$ cat src/rtl/mixlen_pkg.sv
package mixlen_pkg;

  localparam int PARCEL_W = 16;
  localparam int WORD_W   = 32;

  typedef struct packed {
    logic              vld;
    logic              is32;
    logic [WORD_W-1:0] insn;
  } slot_t;

  function automatic logic opens_wide(input logic [PARCEL_W-1:0] p);
    return p[1:0] == 2'b11;
  endfunction

endpackage

$ cat src/rtl/mixlen_slice.sv
module mixlen_slice
  import mixlen_pkg::*;
(
  input  logic                en,
  input  logic                carry_in,
  input  logic [PARCEL_W-1:0] prev_hi,
  input  logic [WORD_W-1:0]   chunk,
  output slot_t               slot_lo,
  output slot_t               slot_hi,
  output logic                carry_out
);

  logic [PARCEL_W-1:0] lo_p;
  logic [PARCEL_W-1:0] hi_p;

  assign lo_p = chunk[PARCEL_W-1:0];
  assign hi_p = chunk[WORD_W-1:PARCEL_W];

  always_comb begin
    slot_lo   = '0;
    slot_hi   = '0;
    carry_out = 1'b0;
    if (carry_in) begin
      slot_lo.vld  = en;
      slot_lo.is32 = 1'b1;
      slot_lo.insn = {lo_p, prev_hi};
      if (opens_wide(hi_p)) begin
        carry_out = 1'b1;
      end else begin
        slot_hi.vld  = en;
        slot_hi.insn = {{PARCEL_W{1'b0}}, hi_p};
      end
    end else if (opens_wide(lo_p)) begin
      slot_lo.vld  = en;
      slot_lo.is32 = 1'b1;
      slot_lo.insn = chunk;
    end else begin
      slot_lo.vld  = en;
      slot_lo.insn = {{PARCEL_W{1'b0}}, lo_p};
      if (opens_wide(hi_p)) begin
        carry_out = 1'b1;
      end else begin
        slot_hi.vld  = en;
        slot_hi.insn = {{PARCEL_W{1'b0}}, hi_p};
      end
    end
  end

endmodule

$ cat src/rtl/mixlen_carry_reg.sv
module mixlen_carry_reg
  import mixlen_pkg::*;
(
  input  logic                clk,
  input  logic                rst_n,
  input  logic                accept,
  input  logic                flush,
  input  logic                carry_d,
  input  logic [PARCEL_W-1:0] hi_d,
  output logic                carry_q,
  output logic [PARCEL_W-1:0] hi_q
);

  logic                carry_nx;
  logic [PARCEL_W-1:0] hi_nx;
  logic                load_en;

  assign load_en = accept | flush;

  always_comb begin
    carry_nx = carry_q;
    hi_nx    = hi_q;
    if (flush) begin
      carry_nx = 1'b0;
      hi_nx    = '0;
    end else if (accept) begin
      carry_nx = carry_d;
      hi_nx    = hi_d;
    end
  end

  always_ff @(posedge clk or negedge rst_n) begin
    if (!rst_n) begin
      carry_q <= 1'b0;
      hi_q    <= '0;
    end else if (load_en) begin
      carry_q <= carry_nx;
      hi_q    <= hi_nx;
    end
  end

endmodule

$ cat src/rtl/mixlen_splitter.sv
module mixlen_splitter
  import mixlen_pkg::*;
#(
  parameter int SLICES = 4
) (
  input  logic                   clk,
  input  logic                   rst_n,
  input  logic                   grp_valid_i,
  input  logic                   flush_i,
  input  logic [32*SLICES-1:0]   grp_data_i,
  output logic [2*SLICES-1:0]    slot_valid_o,
  output logic [2*SLICES-1:0]    slot_is32_o,
  output logic [64*SLICES-1:0]   slot_insn_o
);

  localparam int GRP_W = WORD_W * SLICES;

  logic                accept;
  logic [SLICES:0]     cy;
  logic                carry_q;
  logic [PARCEL_W-1:0] hi_q;

  assign accept = grp_valid_i & ~flush_i;
  assign cy[0]  = carry_q;

  for (genvar k = 0; k < SLICES; k++) begin : g_slice
    logic [PARCEL_W-1:0] below_hi;
    slot_t               s_lo;
    slot_t               s_hi;

    if (k == 0) begin : g_first
      assign below_hi = hi_q;
    end else begin : g_rest
      assign below_hi = grp_data_i[WORD_W*(k-1)+PARCEL_W +: PARCEL_W];
    end

    mixlen_slice u_slice (
      .en        (accept),
      .carry_in  (cy[k]),
      .prev_hi   (below_hi),
      .chunk     (grp_data_i[WORD_W*k +: WORD_W]),
      .slot_lo   (s_lo),
      .slot_hi   (s_hi),
      .carry_out (cy[k+1])
    );

    assign slot_valid_o[2*k]                  = s_lo.vld;
    assign slot_valid_o[2*k+1]                = s_hi.vld;
    assign slot_is32_o[2*k]                   = s_lo.is32;
    assign slot_is32_o[2*k+1]                 = s_hi.is32;
    assign slot_insn_o[WORD_W*(2*k)   +: WORD_W] = s_lo.insn;
    assign slot_insn_o[WORD_W*(2*k+1) +: WORD_W] = s_hi.insn;
  end

  mixlen_carry_reg u_carry (
    .clk     (clk),
    .rst_n   (rst_n),
    .accept  (accept),
    .flush   (flush_i),
    .carry_d (cy[SLICES]),
    .hi_d    (grp_data_i[GRP_W-1 -: PARCEL_W]),
    .carry_q (carry_q),
    .hi_q    (hi_q)
  );

endmodule

$ cat config.mk
export PLATFORM = sky130hd
export DESIGN_NAME = mixlen_splitter
export DESIGN_NICKNAME = d
export VERILOG_FILES = /design/src/rtl/mixlen_pkg.sv /design/src/rtl/mixlen_slice.sv /design/src/rtl/mixlen_carry_reg.sv /design/src/rtl/mixlen_splitter.sv
export SDC_FILE = /design/constraint.sdc
export NUM_CORES = 1
export LEC_CHECK = 0
export BUFFER_PORTS_ARGS = -buffer_cell sky130_fd_sc_hd__buf_4
export CORE_AREA = 2 2 159 161
export CTS_CLUSTER_SIZE = 12
export DETAILED_ROUTE_END_ITERATION = 16
export DIE_AREA = 0 0 161 163
export GPL_TIMING_DRIVEN = 0
export MAX_ROUTING_LAYER = met4
export RECOVER_POWER = 100
export SLEW_MARGIN = 20
export SYNTH_ARGS = -nofsm -noshare
export SYNTH_HDL_FRONTEND = slang
export SYNTH_SLANG_ARGS = --single-unit
$ cat constraint.sdc
create_clock -name clk -period 5 [get_ports clk]
set_input_delay 1 -clock clk [delete_from_list [all_inputs] [get_ports clk]]
set_output_delay 1 -clock clk [all_outputs]
set_load 0.005 [all_outputs]
-- After elaboration in Yosys (flattened, before gate mapping)
Cells that the tools add are included.
- eq/ne operators: 8
- mux-type cells: 52
- bitwise operators: 3
- reduce and logical (&&, ||, !) cells: 2
- operators by type and width (operator ; count):
    32-bit two-way mux ; 10
    33-bit two-way mux ; 4
    16-bit two-way mux ; 8
    1-bit two-way mux ; 30
    2-bit equality test, second input constant ; 8
    2-bit AND reduction ; 1
    2-bit nonzero test ; 1
    1-bit AND ; 1
    1-bit NOT ; 1
    1-bit bitwise OR ; 1
- register bits: 17
- input bits: 132
- word-level logic and storage cells: 67

-- Logic depth before layout (Yosys ltp)
- depth in word-level cells: 9
- gate-level depth with buffers: 8

-- Cells and area by module
A second synthesis with hierarchy kept.
- cell total of the unflattened synthesis: 508
- area total of the unflattened synthesis: 3951.3 um^2
- modules (own cells, without submodules) (module ; times used ; cells an instance ; area an instance (um^2) ; sequential area each (um^2)):
    mixlen_slice ; 4 ; 113 ; 809.5 ; 0.0
    mixlen_carry_reg ; 1 ; 55 ; 699.4 ; 425.4
    mixlen_splitter ; 1 ; 1 ; 13.8 ; 0.0

-- Worst setup path after synthesis
No wires, ideal clock.
- path type: input -> output
- start point: input grp_data_i[17]
- end point: output slot_insn_o[211]
- arrival: 2.146 ns
- path slack: 1.854 ns
- cell stages on the path: 5
- path through: and4_1 -> a221oi_2 -> or2_1 -> buf_2 -> mux2_2
- word-level cells in the longest chain between the ends: 7
- RTL lines (what ; line ; text):
    start: declaration ; mixlen_splitter.sv:10 ; input logic [32*SLICES-1:0] grp_data_i,
    2-bit equality test (*) ; mixlen_pkg.sv:13 ; return p[1:0] == 2'b11;
    1-bit two-way mux (*) ; mixlen_slice.sv:27, mixlen_slice.sv:40 ;
    1-bit two-way mux ; mixlen_slice.sv:33 ; end else if (opens_wide(lo_p)) begin
    1-bit two-way mux (*) (3 in series) ; mixlen_slice.sv:23 ; if (carry_in) begin
    33-bit two-way mux (*) ; mixlen_slice.sv:23 ;
    end: declaration ; mixlen_splitter.sv:13 ; output logic [64*SLICES-1:0] slot_insn_o
Every way passes the cells marked *; elsewhere a longest branch is shown, timed or not.

-- Final worst setup path
- start point: input grp_data_i[0]
- end point: output slot_insn_o[153]
- word-level cells in the longest chain between the ends: 5
- RTL lines (what ; line):
    2-bit equality test ; mixlen_pkg.sv:13
    1-bit two-way mux ; mixlen_slice.sv:33
    1-bit two-way mux (2 in series) ; mixlen_slice.sv:23
    33-bit two-way mux ; mixlen_slice.sv:23
No other way between the ends.

==> results.ini <==
[setup_path]
path_cells=clkbuf_1 -> nand3b_4 -> nand3_1 -> a21boi_0 -> clkbuf_1 -> clkbuf_1 -> a22o_1 -> clkbuf_4
cp_max_fo=10
cp_common_cell=clkbuf_1
slowest_stage=clkbuf_1
cp.arrival_ns=3.40
crit_buf_inv=4
start_kind=input port
crit_path_end_kind=output pin
cp.required_ns=4.00
cpPeakStageDelay_ns=0.55
critPathTopFamily=buffers and inverters
critPathKind=in -> out

[die]
core-area_um2=24700
io_pins=404
start_util=0.141
dieArea_um2=26200
die_width_um=161
num_rows=58
die_h_um=163

[power]
vdd_ir_drop_max_v=0.000112
p_sw_mw=0.336
internal_power_mw=0.565
p_comb_frac=0.649
clockPowerShare=0.180
leakagePower_nw=3.58
seqPwrFrac=0.171
p_total_mw=0.901
swShare=0.373
p_per_area_nw_per_um2=137

[route]
wire_per_inst_um=19.1
via_per_inst=3.99
drt_wl_total_um=23000
vias=4780
drc=0
ant_nets=0
drtIter0Drc=262
firstDrtPassIters=5

[clocking]
hold_buffers=0
numCtsBuffers=3
insertion_delay_ns=0.25
cts_setup_buffers=0
htree_num_levels=1
cts.sinks=17
cts.repair.resized=0
cts_tree=yes
clock_path_buffers=2
clk_pin_slew_worst_paths_ns=0.05
root_buffer=clkbuf_16

[placement]
dp_hpwl_um=20100
postPlaceCellArea_um2=6650
place.gp.congestion=0.944
portBuffers=333

[global_routing]
antenna_found_initial=0
grt_max_degree=18
track_usage=0.167
grt_overflow_total=0
grt_pass1_vias=4621
grt_first_pass_wirelength_um=31500

[synth]
ys_async_sr_fraction=1.00
synth_edf_count=0
ys_seq_area_frac=0.122
yosys_warnings=0
synthFlopType=dfrtp_1
netlist_area_um2=3480
avgSynthCellArea_um2=7.52
synth_cells=463
synth_seq_cells=17
ys_types=36

[timing]
finalCritPeriodShare=0.879
fmax_ghz=0.227
hold_viol=0
slew-limit-headroom=0.00612
finalSetupTns_ns=0
fin_hold_ws_ns=0.567
rsz0062_at_grt=no
tightest_slew_ns=1.49
slew_violations=0
setup-violations-final=0
finClkSkew_ns=0
fin_crit_ns=4.40

[finish]
multi_input_area_um2=2560
final-seq-area_um2=425
nets=1000
area_growth_pct=89.1
num-fill-cells=2790
drive_gt1_frac=0.498
fin_area_um2=6580

[flow_run]
cap_violations=1

[worst_hold_path]
hp-class=reg -> reg

[status]
status=complete, but fails checks
violations=max-capacitance violations

[power groups by stage]
stage	clock network (mW)	registers [mW]	logic, mW
after floorplan	0	0.150	0.245
after global placement	0	0.157	0.611
after detailed placement	0	0.156	0.611
after CTS	0.165	0.154	0.614
after global routing	0.173	0.155	0.631
final	0.163	0.154	0.585
[area by class of cell]
class	count	share of cell area
Multi-Input combinational cell	407	0.389
Timing Repair Buffer	333	0.366
Tap cell	330	0.0627
Inverter	1	0.000570
Buffer	105	0.104
Antenna cell	2	0.000760
Clock buffer	3	0.0114
Sequential cell	17	0.0646
Clock inverter	1	0.000760
[worst reg2reg max path: stages (launching register included)]
cell      delay [ns]
dfrtp_1         0.36
clkbuf_1        0.25
nand3b_4        0.30
a221oi_2        0.41
or2_0           0.24
clkbuf_1        0.41
o21ai_0         0.17
[metrics by stage]
| step | std cells | worst slack [ns] | util |
|---|---|---|---|
| final | 1199 | 0.604 | 0.267 |
| after global routing | 1197 | 0.427 | 0.267 |
| after CTS | 1197 | 0.910 | 0.273 |
| after detailed placement | 1193 | 0.909 | 0.269 |
| after global placement | 1193 | 0.887 | 0.269 |
| after floorplan | 530 | 1.85 | - |
[routing by layer]
metal	vias up	wire length, µm	global-route usage
li1	2246	-	-
met1	2190	9670	0.212
met2	309	10700	0.276
met3	35	1590	0.0181
met4	0	945	0.0613
met5	-	0	-
[registers in the layout (all words and copies together), names as in the netlist]
register and count:
u_carry.carry_q 1, u_carry.hi_q 16
[Yosys cell counts, types with 2 or more instances]
library cell | count | area (µm²)
o21ai_0 | 2 | 10.0
nand3_1 | 16 | 80.1
buf_1 | 3 | 11.3
nand2_1 | 85 | 319
mux2_2 | 48 | 541
and2_1 | 48 | 300
mux2_4 | 9 | 135
clkbuf_1 | 18 | 67.6
mux2i_1 | 16 | 160
nor2_1 | 18 | 67.6
a21oi_1 | 4 | 20.0
a22o_1 | 28 | 245
buf_6 | 2 | 22.5
nand2b_1 | 6 | 37.5
dfrtp_1 | 17 | 425
nor2b_1 | 3 | 18.8
and3_1 | 29 | 181
a21boi_0 | 7 | 52.6
buf_2 | 9 | 45.0
nor3b_1 | 7 | 52.6
buf_4 | 73 | 548
[worst paths after layout]
path / depth (start not counted) / end / start / slack [ns]
setup / recovery: 8 / slot_insn_o[153] / grp_data_i[0] / 0.60
hold / removal: 2 / u_carry.hi_q[10]$_DFFE_PN0P_ / u_carry.hi_q[10]$_DFFE_PN0P_ / 0.57
setup reg to reg: 6 / u_carry.carry_q$_DFFE_PN0P_ / u_carry.carry_q$_DFFE_PN0P_ / 2.72
hold reg to reg: 2 / u_carry.hi_q[10]$_DFFE_PN0P_ / u_carry.hi_q[10]$_DFFE_PN0P_ / 0.57
max in group asynchronous: 1 / u_carry.hi_q[15]$_DFFE_PN0P_ / rst_n / 3.57
min in group asynchronous: 1 / u_carry.hi_q[8]$_DFFE_PN0P_ / rst_n / 0.87
[layout by cell type, fill, tap and decap left out, types with 2 or more instances in the layout]
master	instances
buf_4	278
a21boi_0	7
diode_2	2
nand3_1	17
a22o_1	28
nor3b_1	7
and3_1	29
nand2b_1	6
clkbuf_4	104
nor2_1	19
conb_1	68
nor2b_1	3
and2_0	34
a21oi_1	4
dfrtp_1	17
o21ai_0	3
and2_1	14
nand2_1	85
mux2i_1	16
mux2_2	42
buf_6	2
clkbuf_1	53
mux2_1	16
clkbuf_16	3
[cells by family (layout without fill, tap and decap cells)]
family,Yosys count,after routing,share of synthesized area
other cells,1,70,0.00108
simple gates,218,218,0.323
flops,17,17,0.122
buf+inv,106,443,0.201
compound gates,47,47,0.110
mux,74,74,0.243
No activity file was read; power rests on OpenSTA's default activity.
